`src/rtl/split_cnt_pkg.sv`:
```
package split_cnt_pkg;
  parameter int CNT_W_DEF  = 52;
  parameter int WORD_W_DEF = 32;
endpackage

```
`src/rtl/cnt_hold_reg.sv`:
```
// Holds the last count seen while active; presents the visible value.
module cnt_hold_reg #(
  parameter int CNT_W = 52
) (
  input  logic             clk_i,
  input  logic             rst_ni,
  input  logic [CNT_W-1:0] cnt_i,
  input  logic             active_i,
  output logic [CNT_W-1:0] vis_o
);
  logic [CNT_W-1:0] last_q;

  always_ff @(posedge clk_i or negedge rst_ni) begin
    if (!rst_ni)       last_q <= '0;
    else if (active_i) last_q <= cnt_i;
  end

  assign vis_o = active_i ? cnt_i : last_q;

  a_r3_frozen_when_asleep: assert property (@(posedge clk_i) disable iff (!rst_ni)
    !active_i |=> $stable(last_q));
endmodule

```
`src/rtl/lo_snap.sv`:
```
// Low-word read: returns low bits, snapshots upper bits and busy state.
module lo_snap #(
  parameter int CNT_W  = 52,
  parameter int WORD_W = 32,
  localparam int HI_W  = CNT_W - WORD_W
) (
  input  logic              clk_i,
  input  logic              rst_ni,
  input  logic [CNT_W-1:0]  vis_i,
  input  logic              active_i,
  input  logic              rd_lo_i,
  input  logic              rd_hi_i,
  output logic [WORD_W-1:0] rdata_lo_o,
  output logic [HI_W-1:0]   snap_hi_o,
  output logic              snap_busy_o,
  output logic              pend_o
);
  always_ff @(posedge clk_i or negedge rst_ni) begin
    if (!rst_ni) begin
      rdata_lo_o  <= '0;
      snap_hi_o   <= '0;
      snap_busy_o <= 1'b1;
      pend_o      <= 1'b0;
    end else if (rd_lo_i) begin
      rdata_lo_o  <= vis_i[WORD_W-1:0];
      snap_hi_o   <= vis_i[CNT_W-1:WORD_W];
      snap_busy_o <= !active_i;
      pend_o      <= 1'b1;
    end else if (rd_hi_i) begin
      pend_o      <= 1'b0;
    end
  end

  a_r7_lo_hold: assert property (@(posedge clk_i) disable iff (!rst_ni)
    !rd_lo_i |=> $stable(rdata_lo_o));
  a_r6_pair_consumed: assert property (@(posedge clk_i) disable iff (!rst_ni)
    rd_hi_i && !rd_lo_i |=> !pend_o);
endmodule

```
`src/rtl/hi_word.sv`:
```
// High-word read: top count bits plus busy flag in the top bit.
module hi_word #(
  parameter int CNT_W  = 52,
  parameter int WORD_W = 32,
  localparam int HI_W  = CNT_W - WORD_W,
  localparam int BUSY_BIT = WORD_W - 1
) (
  input  logic              clk_i,
  input  logic              rst_ni,
  input  logic              rd_hi_i,
  input  logic              pend_i,
  input  logic [HI_W-1:0]   snap_hi_i,
  input  logic              snap_busy_i,
  output logic [WORD_W-1:0] rdata_hi_o
);
  logic [WORD_W-1:0] word_d;

  always_comb begin
    word_d              = '0;
    word_d[HI_W-1:0]    = snap_hi_i;
    // an orphan high read is never trusted
    word_d[BUSY_BIT]    = pend_i ? snap_busy_i : 1'b1;
  end

  always_ff @(posedge clk_i or negedge rst_ni) begin
    if (!rst_ni)      rdata_hi_o <= '0;
    else if (rd_hi_i) rdata_hi_o <= word_d;
  end

  a_r6_orphan_busy: assert property (@(posedge clk_i) disable iff (!rst_ni)
    rd_hi_i && !pend_i |=> rdata_hi_o[BUSY_BIT]);
  a_r5_busy_kept: assert property (@(posedge clk_i) disable iff (!rst_ni)
    rd_hi_i && pend_i && snap_busy_i |=> rdata_hi_o[BUSY_BIT]);
  a_r7_hi_hold: assert property (@(posedge clk_i) disable iff (!rst_ni)
    !rd_hi_i |=> $stable(rdata_hi_o));
endmodule

```
`src/rtl/split_cnt_rd_port.sv`:
```
module split_cnt_rd_port #(
  parameter int CNT_W  = split_cnt_pkg::CNT_W_DEF,
  parameter int WORD_W = split_cnt_pkg::WORD_W_DEF
) (
  input  logic              clk_i,
  input  logic              rst_ni,
  input  logic [CNT_W-1:0]  cnt_i,
  input  logic              active_i,
  input  logic              rd_lo_i,
  input  logic              rd_hi_i,
  output logic [WORD_W-1:0] rdata_lo_o,
  output logic [WORD_W-1:0] rdata_hi_o
);
  localparam int HI_W = CNT_W - WORD_W;

  logic [CNT_W-1:0] vis;
  logic [HI_W-1:0]  snap_hi;
  logic             snap_busy;
  logic             pend;

  cnt_hold_reg #(.CNT_W(CNT_W)) u_hold (
    .clk_i(clk_i), .rst_ni(rst_ni), .cnt_i(cnt_i), .active_i(active_i), .vis_o(vis)
  );

  lo_snap #(.CNT_W(CNT_W), .WORD_W(WORD_W)) u_lo (
    .clk_i(clk_i), .rst_ni(rst_ni), .vis_i(vis), .active_i(active_i),
    .rd_lo_i(rd_lo_i), .rd_hi_i(rd_hi_i), .rdata_lo_o(rdata_lo_o),
    .snap_hi_o(snap_hi), .snap_busy_o(snap_busy), .pend_o(pend)
  );

  hi_word #(.CNT_W(CNT_W), .WORD_W(WORD_W)) u_hi (
    .clk_i(clk_i), .rst_ni(rst_ni), .rd_hi_i(rd_hi_i), .pend_i(pend),
    .snap_hi_i(snap_hi), .snap_busy_i(snap_busy), .rdata_hi_o(rdata_hi_o)
  );

  a_r2_live_low: assert property (@(posedge clk_i) disable iff (!rst_ni)
    rd_lo_i && active_i |=> rdata_lo_o == $past(cnt_i[WORD_W-1:0]));
endmodule

```
`config.mk`:
```
export PLATFORM = sky130hd
export DESIGN_NAME = split_cnt_rd_port
export DESIGN_NICKNAME = d
export VERILOG_FILES = /design/src/rtl/split_cnt_pkg.sv /design/src/rtl/cnt_hold_reg.sv /design/src/rtl/lo_snap.sv /design/src/rtl/hi_word.sv /design/src/rtl/split_cnt_rd_port.sv
export SDC_FILE = /design/constraint.sdc
export NUM_CORES = 1
export LEC_CHECK = 0
export BUFFER_PORTS_ARGS = -buffer_cell sky130_fd_sc_hd__buf_2
export CORE_ASPECT_RATIO = 1.5
export CORE_MARGIN = 2
export CORE_UTILIZATION = 53
export DETAILED_ROUTE_END_ITERATION = 6
export PLACE_DENSITY = 0.89
export SYNTH_ARGS = -nofsm -noshare
export SYNTH_HDL_FRONTEND = slang
export SYNTH_SLANG_ARGS = --single-unit
```
`constraint.sdc`:
```
create_clock -name clk_i -period 1.4 [get_ports clk_i]
set_input_delay 0.28 -clock clk_i [delete_from_list [all_inputs] [get_ports clk_i]]
set_output_delay 0.28 -clock clk_i [all_outputs]
set_load 0.1 [all_outputs]
```
# After elaboration in Yosys (flattened, before gate mapping)
# Cells that the tools add are included.
[classes]
n_mux = 4
reduce_logical = 2
[ops]
columns = ["cell", "count"]
rows = [
  ["$mux W52", 1],
  ["$mux W1", 3],
  ["$reduce_bool A2 Y1", 1],
  ["$logic_not A1 Y1", 1],
]
[totals]
ff_bits = 127
out_inout_bits = 64
word_cells = 12

# Depth between registers and ports, before layout
[depth]
word_depth = 2
ltp_mapped = 4

# Cells and area by module
# Synthesis repeated with hierarchy kept, for this count alone.
[hier_totals]
cells_unflattened = 284
area_unflattened_um2 = 5300.1
[modules_own_cells]
columns = ["mod", "instances", "cells_per_inst", "area_per_inst_um2", "seq_area_each_um2"]
rows = [
  ["lo_snap", 1, 116, 2240.9, 1352.5],
  ["cnt_hold_reg", 1, 110, 2185.8, 1301.2],
  ["hi_word", 1, 58, 873.3, 525.5],
]

# Least setup slack after synthesis
# No wires, ideal clock.
[synth_path]
kind = "reg-to-reg"
startpoint = "reg u_lo.rdata_lo_o[0] (netlist name)"
endpoint = "reg u_lo.rdata_lo_o[0]"
t_arrival_ps = 1132
required_time_ps = 1274
path_slack_ps = 142
stages_incl_launch_ff = 2
period_less_slack_ps = 1258
path_cell_list = "dfrtp_1 mux2_4"
[synth_lines]
columns = ["element", "line", "source"]
rows = [
  ["to (signal assigned)", "lo_snap.sv:25", "rdata_lo_o <= vis_i[WORD_W-1:0];"],
  ["to (decl)", "lo_snap.sv:13", "output logic [WORD_W-1:0] rdata_lo_o,"],
]

# Worst setup path after layout
[layout_path]
startpoint = "reg u_lo.rdata_lo_o[1]"
endpoint = "out rdata_lo_o[1]"
[layout_lines]
columns = ["element", "line", "source"]
rows = [
  ["to (decl)", "split_cnt_rd_port.sv:11", "output logic [WORD_W-1:0] rdata_lo_o,"],
]
# No word-level cell between the ends.

==> impl_metrics.yaml <==
logic_synthesis:
  synth-seq-cells: 127
  synth_cell_types: 14
  synth_cells: 283
  yosysSeqAreaShare: 0.609
  yosysWarnings: 0
  syn_area_um2: 5220
  synth_area_per_cell_um2: 18.4
worst_setup_path:
  cp-start-kind: "flop"
  crit_type: "flop to output pin"
  worstSetupEndpoint: "rdata_lo_o[1]"
  critPathLaunch: "u_lo.rdata_lo_o[1]$_DFFE_PN0P_"
  crit_path_max_fanout: 2
  r2r_setup_slack_ps: 370
  endpoint_kind: "output pin"
  cp.arrival_ps: 1080
  regToRegEndpoint: "u_lo.rdata_lo_o[28]$_DFFE_PN0P_"
  slowest_stage: "dfrtp_1"
  cp.buffers_inverters: 1
  max_stage_delay_ps: 370
  reg2reg_depth: 2
  crit_cells: 1
  cp_cell_sequence: "buf_4"
  worst_r2r_startpoint: "u_hold.last_q[28]$_DFF_PN0_"
  cp_top_family: "flip-flops"
  cp.required_ps: 1120
placed_design:
  dpl.hpwl_um: 6520
  gp_congestion: 0.740
  pre_cts_ws_ps: 24.4
  port-buffer-count: 109
sta:
  fin_skew_ps: 6.75
  hold_viol: 0
  rsz0062_at_grt: "false"
  max_freq_ghz: 0.733
  slew_viol_final: 0
  final-setup-viol-count: 0
  fin_ws_ps: 35.2
  setup_tns_ps: 0
  timing.final.crit_share: 0.975
  fin_crit_ps: 1360
floorplanning:
  core_um2: 9630
  io_pins: 121
  initial_core_util: 0.541
  rows: 44
  die_area_um2: 10700
  chipHeight_um: 126
  die_x_um: 85
drt:
  vias: 2716
  wl_per_cell_um: 18.5
  dr.pass1.iters: 4
  via_per_inst: 5.05
  drt_iter0_markers: 117
  wirelength_um: 9950
  drc: 0
  drtAntennaViolNets: 0
finish:
  diodes: 0
  drive_above_1_share: 0.655
  area_growth_pct: 27.2
  nNetsFinal: 467
pwr:
  leakage_nw: 3.31
  peakVddDrop_mv: 1.22
  power_density_nw_per_um2: 1830
hold_path:
  worstHoldPathType: "primary input to flop"
grt:
  antenna_found_initial: 0
  grt_pass1_wl_um: 16300
  grt_pass1_vias: 3113
  grt_max_degree: 45
  grt_use_total: 0.201
  grt-ovfl-total: 0
cts:
  clk-insertion-delay-late_ps: 410
  numCtsBuffers: 17
  postCtsSetupBuffers: 0
  clkSlewWorstSetupHoldPaths_ps: 50
  cts_tree: "built"
  cts.sinks: 127
  cts_root_buffer: "clkbuf_16"
  clockBufferDepth: 2
  htree_levels: 4
run_status:
  status: "finished clean"
run:
  drv_cap: 0
metal layers:
layer,track usage,wire (um),vias up
li1,-,-,1211
met1,0.252,4180,1410
met2,0.326,5190,78
met3,0.0607,396,17
met4,0.0775,184,0
met5,0,0,-
how the worst min path moves through the flow:
stage / startpoint / end / depth (start not counted)
6_report: cnt_i[25] / u_hold.last_q[25]$_DFF_PN0_ / 2
5_1_grt: cnt_i[27] / u_hold.last_q[27]$_DFF_PN0_ / 2
4_1_cts: cnt_i[25] / u_hold.last_q[25]$_DFF_PN0_ / 2
3_5_place_dp: rst_ni / u_hi.rdata_hi_o[13]$_DFFE_PN0P_ / 1
3_3_place_gp: rst_ni / u_hi.rdata_hi_o[13]$_DFFE_PN0P_ / 1
2_1_floorplan: rst_ni / u_hi.rdata_hi_o[0]$_DFFE_PN0P_ / 0
layout make-up:
type,instances,area [um^2]
clock buffers,21,460
clock inverters,11,91.3
fillers,646,3000
inverters,2,7.51
multi-input cells,139,1830
flip-flops and latches,127,3180
well taps,115,144
repair buffers,123,922
cells in the final DEF (no fill, tap or decap), types with 3 or more instances in the layout:
master and n:
buf_2 53, mux2_2 26, clkbuf_16 17, clkinv_2 6, clkinvlp_4 3, dfrtp_1 126, mux2_4 98, conb_1 11
buf_12 10, buf_4 58
synthesized netlist by cell type:
library cell  number  area share
mux2_2            26       0.056
inv_1              2      0.0014
nor2_1             1     0.00072
dfrtp_1          126        0.60
buf_12             5       0.019
a31oi_1            1      0.0012
mux2_4            98        0.28
a21o_1             1      0.0014
conb_1             1     0.00072
dfstp_2            1      0.0050
mux2i_1            1      0.0019
buf_4             11       0.016
buf_2              8      0.0077
buf_6              1      0.0022
state kept, by name (all words and copies together) (netlist names):
signal and cells:
u_hi.rdata_hi_o 21, u_hold.last_q 52, u_lo.pend_o 1, u_lo.rdata_lo_o 32, u_lo.snap_busy_o 1, u_lo.snap_hi_o 20
report_power, final:
group	total, mW	leakage (nW)	switching (mW)	internal [mW]
Combinational	3.63	1.56	2.56	1.07
Sequential	4.44	1.48	0.264	4.18
Clock	4.05	0.268	1.53	2.51
metrics by stage:
stage / utilization / cell area (um^2) / instances / hold slack (ps) / power (mW)
CTS: 0.689 / 6630 / 538 / 101 / 12.2
floorplan: - / 5250 / 293 / -15.6 / 7.31
finish: 0.689 / 6640 / 538 / 117 / 12.1
global route: 0.689 / 6640 / 538 / 108 / 12.5
detailed placement: 0.616 / 5940 / 505 / 201 / 7.96
global placement: 0.616 / 5940 / 505 / 197 / 7.87
cell families after synthesis:
family | after synthesis | share of synthesized area
flip-flops | 127 | 0.609
multiplexers | 125 | 0.340
AND/OR/NAND/NOR | 1 | 0.000719
AO/OA/AOI/OAI | 2 | 0.00264
buffers and inverters | 27 | 0.0463
other | 1 | 0.000719
what timing repair did:
| action | 4_1_cts | 5_1_grt |
|---|---|---|
| endpoints found under the hold margin | 20 | 0 |
| resized for setup | 53 | 1 |
| cloned | 0 | 0 |
| hold buffers | 1 | 0 |
| endpoints found under the setup margin | 53 | 1 |
No activity file was read; power rests on OpenSTA's default activity.
